[src/rtl/mdio_pkg.sv]
package mdio_pkg;
    localparam int PHY_W  = 5;
    localparam int REG_W  = 5;
    localparam int DATA_W = 16;
    localparam int PRE_LEN = 32;

    localparam logic [1:0] START_CODE = 2'b01;
    localparam logic [1:0] OP_READ    = 2'b10;
    localparam logic [1:0] OP_WRITE   = 2'b01;
    localparam logic [1:0] WR_TURN    = 2'b10;

    typedef enum logic [2:0] {
        ST_IDLE,
        ST_TX,
        ST_REL,
        ST_RX,
        ST_FIN
    } mdio_state_e;
endpackage

[src/rtl/mdio_clkdiv.sv]
module mdio_clkdiv #(
    parameter int HALF_DIV = 10
) (
    input  logic clk,
    input  logic rst_n,
    input  logic run_i,
    output logic tick_o
);
    localparam int CW = (HALF_DIV < 2) ? 1 : $clog2(HALF_DIV);
    localparam logic [CW-1:0] LAST = CW'(HALF_DIV - 1);

    logic [CW-1:0] cnt_d, cnt_q;

    always_comb begin
        tick_o = run_i && (cnt_q == LAST);
        if (!run_i || tick_o) cnt_d = '0;
        else                  cnt_d = cnt_q + CW'(1);
    end

    always_ff @(posedge clk or negedge rst_n) begin
        if (!rst_n) cnt_q <= '0;
        else        cnt_q <= cnt_d;
    end


    cnt_range_chk: assert property (@(posedge clk) disable iff (!rst_n)
        cnt_q <= LAST);
endmodule

[src/rtl/mdio_sequencer.sv]
module mdio_sequencer
    import mdio_pkg::*;
#(
    parameter int PW   = PHY_W,
    parameter int RW   = REG_W,
    parameter int DW   = DATA_W,
    parameter int PRE  = PRE_LEN
) (
    input  logic          clk,
    input  logic          rst_n,
    input  logic          tick_i,
    input  logic          req_valid_i,
    input  logic          req_write_i,
    input  logic [PW-1:0] req_phy_i,
    input  logic [RW-1:0] req_reg_i,
    input  logic [DW-1:0] req_wdata_i,
    input  logic          mdio_i,
    output logic          mdc_o,
    output logic          mdio_o,
    output logic          mdio_oe_o,
    output logic          busy_o,
    output logic          done_o,
    output logic [DW-1:0] rd_data_o,
    output logic          rd_err_o
);
    localparam int HDR_BITS = 4 + PW + RW;
    localparam int RD_DRV   = PRE + HDR_BITS;
    localparam int WR_BITS  = RD_DRV + 2 + DW;
    localparam int RX_SLOTS = 2 + DW;
    localparam int CW       = $clog2(WR_BITS + 1);

    typedef struct packed {
        mdio_state_e       st;
        logic              mdc;
        logic              oe;
        logic              mdo;
        logic [WR_BITS-1:0] tx;
        logic [CW-1:0]     cnt;
        logic [DW-1:0]     rx;
        logic              err;
        logic              is_rd;
        logic              done;
        logic              rd_err;
        logic [DW-1:0]     rd;
    } seq_t;

    localparam seq_t RST_VAL = '{st: ST_IDLE, mdc: 1'b0, oe: 1'b1, mdo: 1'b1,
                                 tx: '0, cnt: '0, rx: '0, err: 1'b0,
                                 is_rd: 1'b0, done: 1'b0, rd_err: 1'b0,
                                 rd: '0};

    seq_t seq_d, seq_q;
    logic [HDR_BITS-1:0] hdr;

    always_comb begin
        hdr = {START_CODE, (req_write_i ? OP_WRITE : OP_READ),
               req_phy_i, req_reg_i};
        seq_d = seq_q;
        seq_d.done = 1'b0;
        case (seq_q.st)
            ST_IDLE: begin
                if (req_valid_i) begin
                    seq_d.is_rd = !req_write_i;
                    if (req_write_i) begin
                        seq_d.tx  = {{PRE{1'b1}}, hdr, WR_TURN, req_wdata_i};
                        seq_d.cnt = CW'(WR_BITS);
                    end else begin
                        seq_d.tx  = {{PRE{1'b1}}, hdr,
                                     {(WR_BITS - RD_DRV){1'b0}}};
                        seq_d.cnt = CW'(RD_DRV);
                    end
                    seq_d.mdc = 1'b0;
                    seq_d.oe  = 1'b1;
                    seq_d.mdo = 1'b1;
                    seq_d.err = 1'b0;
                    seq_d.rx  = '0;
                    seq_d.st  = ST_TX;
                end
            end
            ST_TX: begin
                if (tick_i) begin
                    if (!seq_q.mdc) begin
                        seq_d.mdc = 1'b1;
                    end else begin
                        seq_d.mdc = 1'b0;
                        seq_d.tx  = seq_q.tx << 1;
                        seq_d.mdo = seq_q.tx[WR_BITS-2];
                        seq_d.cnt = seq_q.cnt - CW'(1);
                        if (seq_q.cnt == CW'(1))
                            seq_d.st = seq_q.is_rd ? ST_REL : ST_FIN;
                    end
                end
            end
            ST_REL: begin
                if (tick_i) begin
                    seq_d.oe  = 1'b0;
                    seq_d.cnt = CW'(RX_SLOTS);
                    seq_d.st  = ST_RX;
                end
            end
            ST_RX: begin
                if (tick_i) begin
                    if (!seq_q.mdc) begin
                        seq_d.mdc = 1'b1;
                        if (seq_q.cnt == CW'(RX_SLOTS - 1))
                            seq_d.err = mdio_i;
                        if (seq_q.cnt <= CW'(DW))
                            seq_d.rx = {seq_q.rx[DW-2:0], mdio_i};
                    end else begin
                        seq_d.mdc = 1'b0;
                        seq_d.cnt = seq_q.cnt - CW'(1);
                        if (seq_q.cnt == CW'(1)) seq_d.st = ST_FIN;
                    end
                end
            end
            ST_FIN: begin
                if (tick_i) begin
                    seq_d.oe     = 1'b1;
                    seq_d.mdo    = 1'b1;
                    seq_d.done   = 1'b1;
                    seq_d.rd_err = seq_q.is_rd && seq_q.err;
                    seq_d.rd     = (seq_q.is_rd && !seq_q.err) ? seq_q.rx : '0;
                    seq_d.st     = ST_IDLE;
                end
            end
            default: seq_d.st = ST_IDLE;
        endcase
    end

    always_ff @(posedge clk or negedge rst_n) begin
        if (!rst_n) seq_q <= RST_VAL;
        else        seq_q <= seq_d;
    end

    assign mdc_o     = seq_q.mdc;
    assign mdio_o    = seq_q.mdo;
    assign mdio_oe_o = seq_q.oe;
    assign busy_o    = (seq_q.st != ST_IDLE);
    assign done_o    = seq_q.done;
    assign rd_data_o = seq_q.rd;
    assign rd_err_o  = seq_q.rd_err;


    mdo_stable_hi_chk: assert property (@(posedge clk) disable iff (!rst_n)
        seq_q.mdc |-> $stable(seq_q.mdo));


    oe_low_phase_chk: assert property (@(posedge clk) disable iff (!rst_n)
        !$stable(seq_q.oe) |-> (!seq_q.mdc && !$past(seq_q.mdc)));


    mdc_on_tick_chk: assert property (@(posedge clk) disable iff (!rst_n)
        !$stable(seq_q.mdc) |-> $past(tick_i));


    preamble_high_chk: assert property (@(posedge clk) disable iff (!rst_n)
        (seq_q.st == ST_TX && seq_q.cnt >
            (seq_q.is_rd ? CW'(RD_DRV - PRE) : CW'(WR_BITS - PRE)))
        |-> seq_q.mdo);


    done_pulse_chk: assert property (@(posedge clk) disable iff (!rst_n)
        seq_q.done |=> !seq_q.done);


    err_zero_chk: assert property (@(posedge clk) disable iff (!rst_n)
        (seq_q.done && seq_q.rd_err) |-> (seq_q.rd == '0));


    fin_owned_chk: assert property (@(posedge clk) disable iff (!rst_n)
        seq_q.done |-> (seq_q.oe && !seq_q.mdc));
endmodule

[src/rtl/mdio_master.sv]
module mdio_master #(
    parameter int HALF_DIV = 10
) (
    input  logic        clk,
    input  logic        rst_n,
    input  logic        req_valid,
    input  logic        req_write,
    input  logic [4:0]  req_phy,
    input  logic [4:0]  req_reg,
    input  logic [15:0] req_wdata,
    output logic        busy,
    output logic        done,
    output logic [15:0] rd_data,
    output logic        rd_error,
    output logic        mdc,
    output logic        mdio_o,
    output logic        mdio_oe,
    input  logic        mdio_i
);
    logic tick;

    mdio_clkdiv #(.HALF_DIV(HALF_DIV)) u_div (
        .clk    (clk),
        .rst_n  (rst_n),
        .run_i  (busy),
        .tick_o (tick)
    );

    mdio_sequencer u_seq (
        .clk         (clk),
        .rst_n       (rst_n),
        .tick_i      (tick),
        .req_valid_i (req_valid),
        .req_write_i (req_write),
        .req_phy_i   (req_phy),
        .req_reg_i   (req_reg),
        .req_wdata_i (req_wdata),
        .mdio_i      (mdio_i),
        .mdc_o       (mdc),
        .mdio_o      (mdio_o),
        .mdio_oe_o   (mdio_oe),
        .busy_o      (busy),
        .done_o      (done),
        .rd_data_o   (rd_data),
        .rd_err_o    (rd_error)
    );
endmodule

[config.mk]
export PLATFORM = sky130hd
export DESIGN_NAME = mdio_master
export DESIGN_NICKNAME = d
export VERILOG_FILES = /design/src/rtl/mdio_pkg.sv /design/src/rtl/mdio_clkdiv.sv /design/src/rtl/mdio_sequencer.sv /design/src/rtl/mdio_master.sv
export SDC_FILE = /design/constraint.sdc
export NUM_CORES = 1
export LEC_CHECK = 0
export ABC_AREA = 1
export BUFFER_PORTS_ARGS = -buffer_cell sky130_fd_sc_hd__buf_4
export CAP_MARGIN = 20
export CORE_MARGIN = 2
export CORE_UTILIZATION = 35
export CTS_CLUSTER_SIZE = 25
export DETAILED_ROUTE_END_ITERATION = 16
export PLACE_DENSITY_LB_ADDON = 0.05
export RECOVER_POWER = 25
export SLEW_MARGIN = 10
export SYNTH_ARGS = -nofsm -noshare
export SYNTH_HDL_FRONTEND = slang
export SYNTH_HIERARCHICAL = 1
export SYNTH_SLANG_ARGS = --single-unit
[constraint.sdc]
create_clock -name clk -period 3.8 [get_ports clk]
set_input_delay 0.38 -clock clk [delete_from_list [all_inputs] [get_ports clk]]
set_output_delay 0.38 -clock clk [all_outputs]
set_load 0.1 [all_outputs]
==> results.json, run 1 <==
{
  "status": "completed",
  "reg2reg_from": "u_seq/seq_q[110]",
  "cellPowerDensity_nw_per_um2": 847,
  "final_hold_viol_count": 0,
  "die_w_um": 133,
  "drtIter0Drc": 327,
  "grt_max_degree": 51,
  "arrival_ps": 2930,
  "htreeDepth": 4,
  "clk_latency_ps": 420,
  "layout_worst_path_cycle_share_pct": 68.1,
  "layout_common_cells": "nand2_1 (257), dfrtp_1 (114), inv_1 (83)",
  "final.setup.tns_ps": 0,
  "crit_type": "reg2reg",
  "layout_commonest_cell": "nand2_1",
  "grt_pass1_vias": 4710,
  "setup_violations": 0,
  "synth_cells": 748,
  "drc": 0,
  "cp_slowest_cell": "nor2_4",
  "worst_pin_slew_ps": 1190,
  "cts_tree": "yes",
  "path_clk_slew_ps": 50,
  "layout-drive-gt1-share_pct": 11.2,
  "synth.distinct_cells": 29,
  "cp.required_ps": 4140,
  "grtUsageTotal_pct": 15.6,
  "min_to": "u_seq/seq_q[18]",
  "yosysSeqAreaShare_pct": 49.8,
  "wirelength_mm": 12.7,
  "syn_avg_cell_area_um2": 7.80,
  "reg2reg_depth": 11,
  "crit_path_max_incr_delay_ps": 660,
  "io_buffer_count": 52,
  "fin_util_pct": 41.0,
  "vias": 4702,
  "antenna_cells": 0,
  "fin_skew_ps": 9.90,
  "gp_congestion": 0.806,
  "min_period_ps": 2590,
  "whs_path_depth": 2,
  "synth.net_count": 784,
  "path_cells": "inv_2, nand2_1, inv_1, nor2_1, inv_1, nand2_2, nand2_2, nor2_4, buf_4, nand2_1, o21ai_1",
  "wl_per_cell_um": 12.6,
  "r2r_setup_slack_ps": 1210,
  "rows": 47,
  "r2r_end": "u_seq/seq_q[72]",
  "start_kind": "flop",
  "path_delay_family": "simple AND/OR/NAND/NOR gates",
  "vdd.ir_drop.worst_uv": 432,
  "clkSinkCount": 116,
  "grt_pass1_wl_mm": 22.4,
  "maxSlewHeadroom_pct": 21.1,
  "yosysWarnings": 6,
  "place_hpwl_mm": 8.12,
  "syn2layout_area_growth_pct": 15.7,
  "hold_class": "in2reg",
  "ios": 53,
  "rsz0062_at_grt": "false",
  "max_freq_mhz": 386,
  "ys_seq_elements": 116,
  "antenna_found_initial": 0,
  "worstHoldStart": "req_write",
  "clockBufferDepth": 2,
  "worst_setup_path_end_kind": "flop",
  "post_cts_buffers": 0,
  "p_leak_nw": 3.34,
  "synth_area_um2": 5830,
  "die_h_um": 133,
  "start_util_pct": 35.4,
  "dr.pass1.iters": 5,
  "nets": 810,
  "final_antenna_net_count": 0,
  "cap_violations": 0,
  "cts-root-buf": "clkbuf_16",
  "viasPerCell": 4.67,
  "core-area_um2": 16500,
  "final-max-slew-violation-count": 0,
  "overflow": 0,
  "die-area_um2": 17700,
  "path_buf_inv": 4,
  "path_max_fanout": 40,
  "cts_buffers": 17
}
cells by family after synthesis:
| logic type | count (synthesis) | synth area share [%] |
|---|---|---|
| compound gates | 131 | 12.1 |
| xor+xnor | 1 | 0.150 |
| buf+inv | 137 | 11.3 |
| simple gates | 358 | 25.6 |
| flops | 116 | 49.8 |
| fa+ha+maj | 5 | 1.07 |
final cells by class:
class | instances | area, um^2
Clock buffer | 22 | 464
Sequential cell | 116 | 2910
Timing Repair Buffer | 59 | 398
Fill cell | 1733 | 9710
Tap cell | 220 | 275
Inverter | 85 | 319
Clock inverter | 9 | 129
Multi-Input combinational cell | 495 | 2260
metrics by stage:
step	cell area (um^2)	worst slack, ps	hold slack [ps]	power (mW)	std cells
after global placement	6220	1290	429	4.12	974
after floorplan	5830	1360	84.4	3.75	748
after CTS	6820	1200	210	5.81	1006
after detailed placement	6220	1210	433	4.16	974
after global routing	6750	879	229	6.24	1006
final	6750	1210	225	5.72	1006
cells in the mapped netlist (all sizes together):
library cell  number  area [um^2]
dfrtp            114         2850
dfstp              2         52.6
a21oi              6         30.0
o211ai             1         7.51
clkbuf            16         60.1
a21boi             2         15.0
inv               85          319
xnor2              1         8.76
buf               36          279
o31ai             15          113
nand4              5         31.3
o21ai            107          539
nand2            263         1010
nor3               1         5.00
nand3b             1         7.51
ha                 5         62.6
nand3             49          255
nor2              39          181
what timing repair did:
action / in CTS / in global routing
hold buffers: 1 / 0
resized for setup: 0 / 0
hold endpoints to repair: 41 / 0
registers in the layout, indices dropped and copies added (netlist names):
| register | count |
|---|---|
| u_div/cnt_q | 4 |
| u_seq/rd_err_o | 1 |
| u_seq/seq_q | 91 |
| u_seq/mdio_o | 1 |
| u_seq/rd_data_o | 16 |
| u_seq/mdc_o | 1 |
| u_seq/done_o | 1 |
| u_seq/mdio_oe_o | 1 |
per-layer routing:
layer / wire (um) / track usage (%)
met1: 6180 / 20.1
met2: 5900 / 25.9
met3: 481 / 3.92
met4: 145 / 4.79
met5: 0 / 0
where the power goes:
| part | switching (mW) | internal, mW | total [mW] |
|---|---|---|---|
| Clock | 0.548 | 1.06 | 1.61 |
| Sequential | 0.196 | 1.63 | 1.83 |
| Combinational | 1.66 | 0.628 | 2.28 |
worst max-delay path by stage:
stage,to,cells after the start,startpoint
global route,u_seq/seq_q[73],11,u_seq/seq_q[111]
CTS,u_seq/seq_q[72],11,u_seq/seq_q[110]
finish,u_seq/seq_q[72],11,u_seq/seq_q[110]
floorplan,u_seq/seq_q[26],13,u_seq/seq_q[110]
global placement,u_seq/seq_q[72],11,u_seq/seq_q[110]
detailed placement,u_seq/seq_q[72],11,u_seq/seq_q[110]
No activity file was read; power rests on OpenSTA's default activity.
==> run 2: changes to the inputs <==
clock period = 2.71 ns   (was 3.8 ns; I/O delays follow)
==> results.json, run 2 (synthesized netlist as in run 1, its figures left out) <==
{
  "vias": 4722,
  "io_buffer_count": 52,
  "cellPowerDensity_nw_per_um2": 1200,
  "path_clk_slew_ps": 50,
  "dr.pass1.iters": 5,
  "wirelength_mm": 12.7,
  "crit_type": "reg2reg",
  "regArea_um2": 2910,
  "cts_buffers": 17,
  "syn2layout_area_growth_pct": 19.5,
  "clk_latency_ps": 410,
  "start_kind": "flop",
  "die-area_um2": 17700,
  "final_antenna_net_count": 0,
  "max_freq_mhz": 445,
  "drc": 0,
  "min_period_ps": 2250,
  "fin_total_pwr_mw": 8.38,
  "die_w_um": 133,
  "grtUsageTotal_pct": 15.4,
  "grt_pass1_wl_mm": 22.2,
  "n_fill_cell": 1724,
  "start_util_pct": 35.4,
  "clockBufferDepth": 2,
  "layout_common_cells": "nand2_1 (257), dfrtp_1 (114), inv_1 (84)",
  "die_h_um": 133,
  "cap_violations": 0,
  "antenna_found_initial": 0,
  "p_leak_nw": 3.49,
  "htreeDepth": 4,
  "fin_skew_ps": 6.92,
  "final-max-slew-violation-count": 0,
  "layout_commonest_cell": "nand2_1",
  "overflow": 0,
  "viasPerCell": 4.65,
  "place_hpwl_mm": 8.50,
  "ios": 53,
  "post-place-ws_ps": 549,
  "maxSlewHeadroom_pct": 12.4,
  "worst_pin_slew_ps": 1310,
  "grt_max_degree": 51,
  "clkSinkCount": 116,
  "rows": 47,
  "setup_slack_ps": 464,
  "multi_input_area_um2": 2270,
  "largest_register_ffs": 91,
  "core-area_um2": 16500,
  "status": "completed",
  "drtIter0Drc": 309,
  "antenna_cells": 0,
  "worst_setup_path_end_kind": "flop",
  "cp.required_ps": 3040,
  "vdd.ir_drop.worst_uv": 486,
  "gp_congestion": 0.811,
  "instances_no_fill": 1015,
  "post-place-cells": 983,
  "cts-resized-gates": 0,
  "post_cts_buffers": 0,
  "hold_class": "in2reg",
  "final.setup.tns_ps": 0,
  "regMostFlops": "u_seq/seq_q",
  "arrival_ps": 2570,
  "layout_worst_path_cycle_share_pct": 82.9,
  "grt_pass1_vias": 4676,
  "path_max_fanout": 25,
  "rsz0062_at_grt": "false",
  "final_hold_viol_count": 0,
  "layout-drive-gt1-share_pct": 14.6,
  "cts_tree": "yes",
  "cts-root-buf": "clkbuf_16",
  "setup_violations": 0,
  "wl_per_cell_um": 12.5,
  "nets": 819
}
[run 2: metal layers]
metal | up-vias | track usage, % | wire (um)
met1 | 2204 | 20.0 | 6000
li1 | 2423 | - | -
met4 | 0 | 5.02 | 116
met2 | 86 | 25.0 | 6010
met3 | 9 | 4.30 | 542
met5 | - | 0 | 0
[run 2: worst max-delay path, cell delays in order, from the launching register on]
cell and delay, ps:
dfrtp_1 490, inv_1 230, nand2_1 190, inv_1 50
nor2_1 100, inv_1 130, nand2_2 130, nand2_2 80
nor2_4 400, buf_12 220, nand2_1 60, o21ai_1 80
[run 2: layout make-up]
class / count / area share [%]
sequential: 116 / 41.7
multi-input combinational: 495 / 32.5
timing repair buffer: 68 / 8.22
clock buffer: 21 / 6.89
inverter: 85 / 4.57
tap: 220 / 3.95
clock inverter: 10 / 2.19
[run 2: what timing repair did]
item / 4_1_cts / 5_1_grt
hold buffers: 1 / 0
setup endpoints to repair: 0 / 0
hold endpoints to repair: 46 / 0
[run 2: stage by stage]
step	util (%)	area [um^2]	hold slack, ps
CTS	42.4	6980	99.8
global route	42.4	6970	116
detailed placement	38.5	6340	353
global placement	38.5	6340	367
finish	42.4	6970	117
floorplan	-	5830	-24.6
[run 2: worst paths after layout]
check	end	cells after the start	slack [ps]	from
max	u_seq/seq_q[102]	11	460	u_seq/seq_q[110]
min	u_seq/seq_q[18]	2	120	req_write
max reg2reg	u_seq/seq_q[102]	11	460	u_seq/seq_q[110]
min reg2reg	u_seq/seq_q[29]	2	470	u_seq/seq_q[29]
max in group asynchronous	u_seq/seq_q[56]	3	920	rst_n
min in group asynchronous	u_seq/rd_data_o[10]	2	690	rst_n
[run 2: power by group]
| group | internal (mW) | switching (mW) |
|---|---|---|
| clock | 1.62 | 0.770 |
| combinational | 1.08 | 2.35 |
| sequential | 2.29 | 0.277 |
| total | 4.98 | 3.40 |
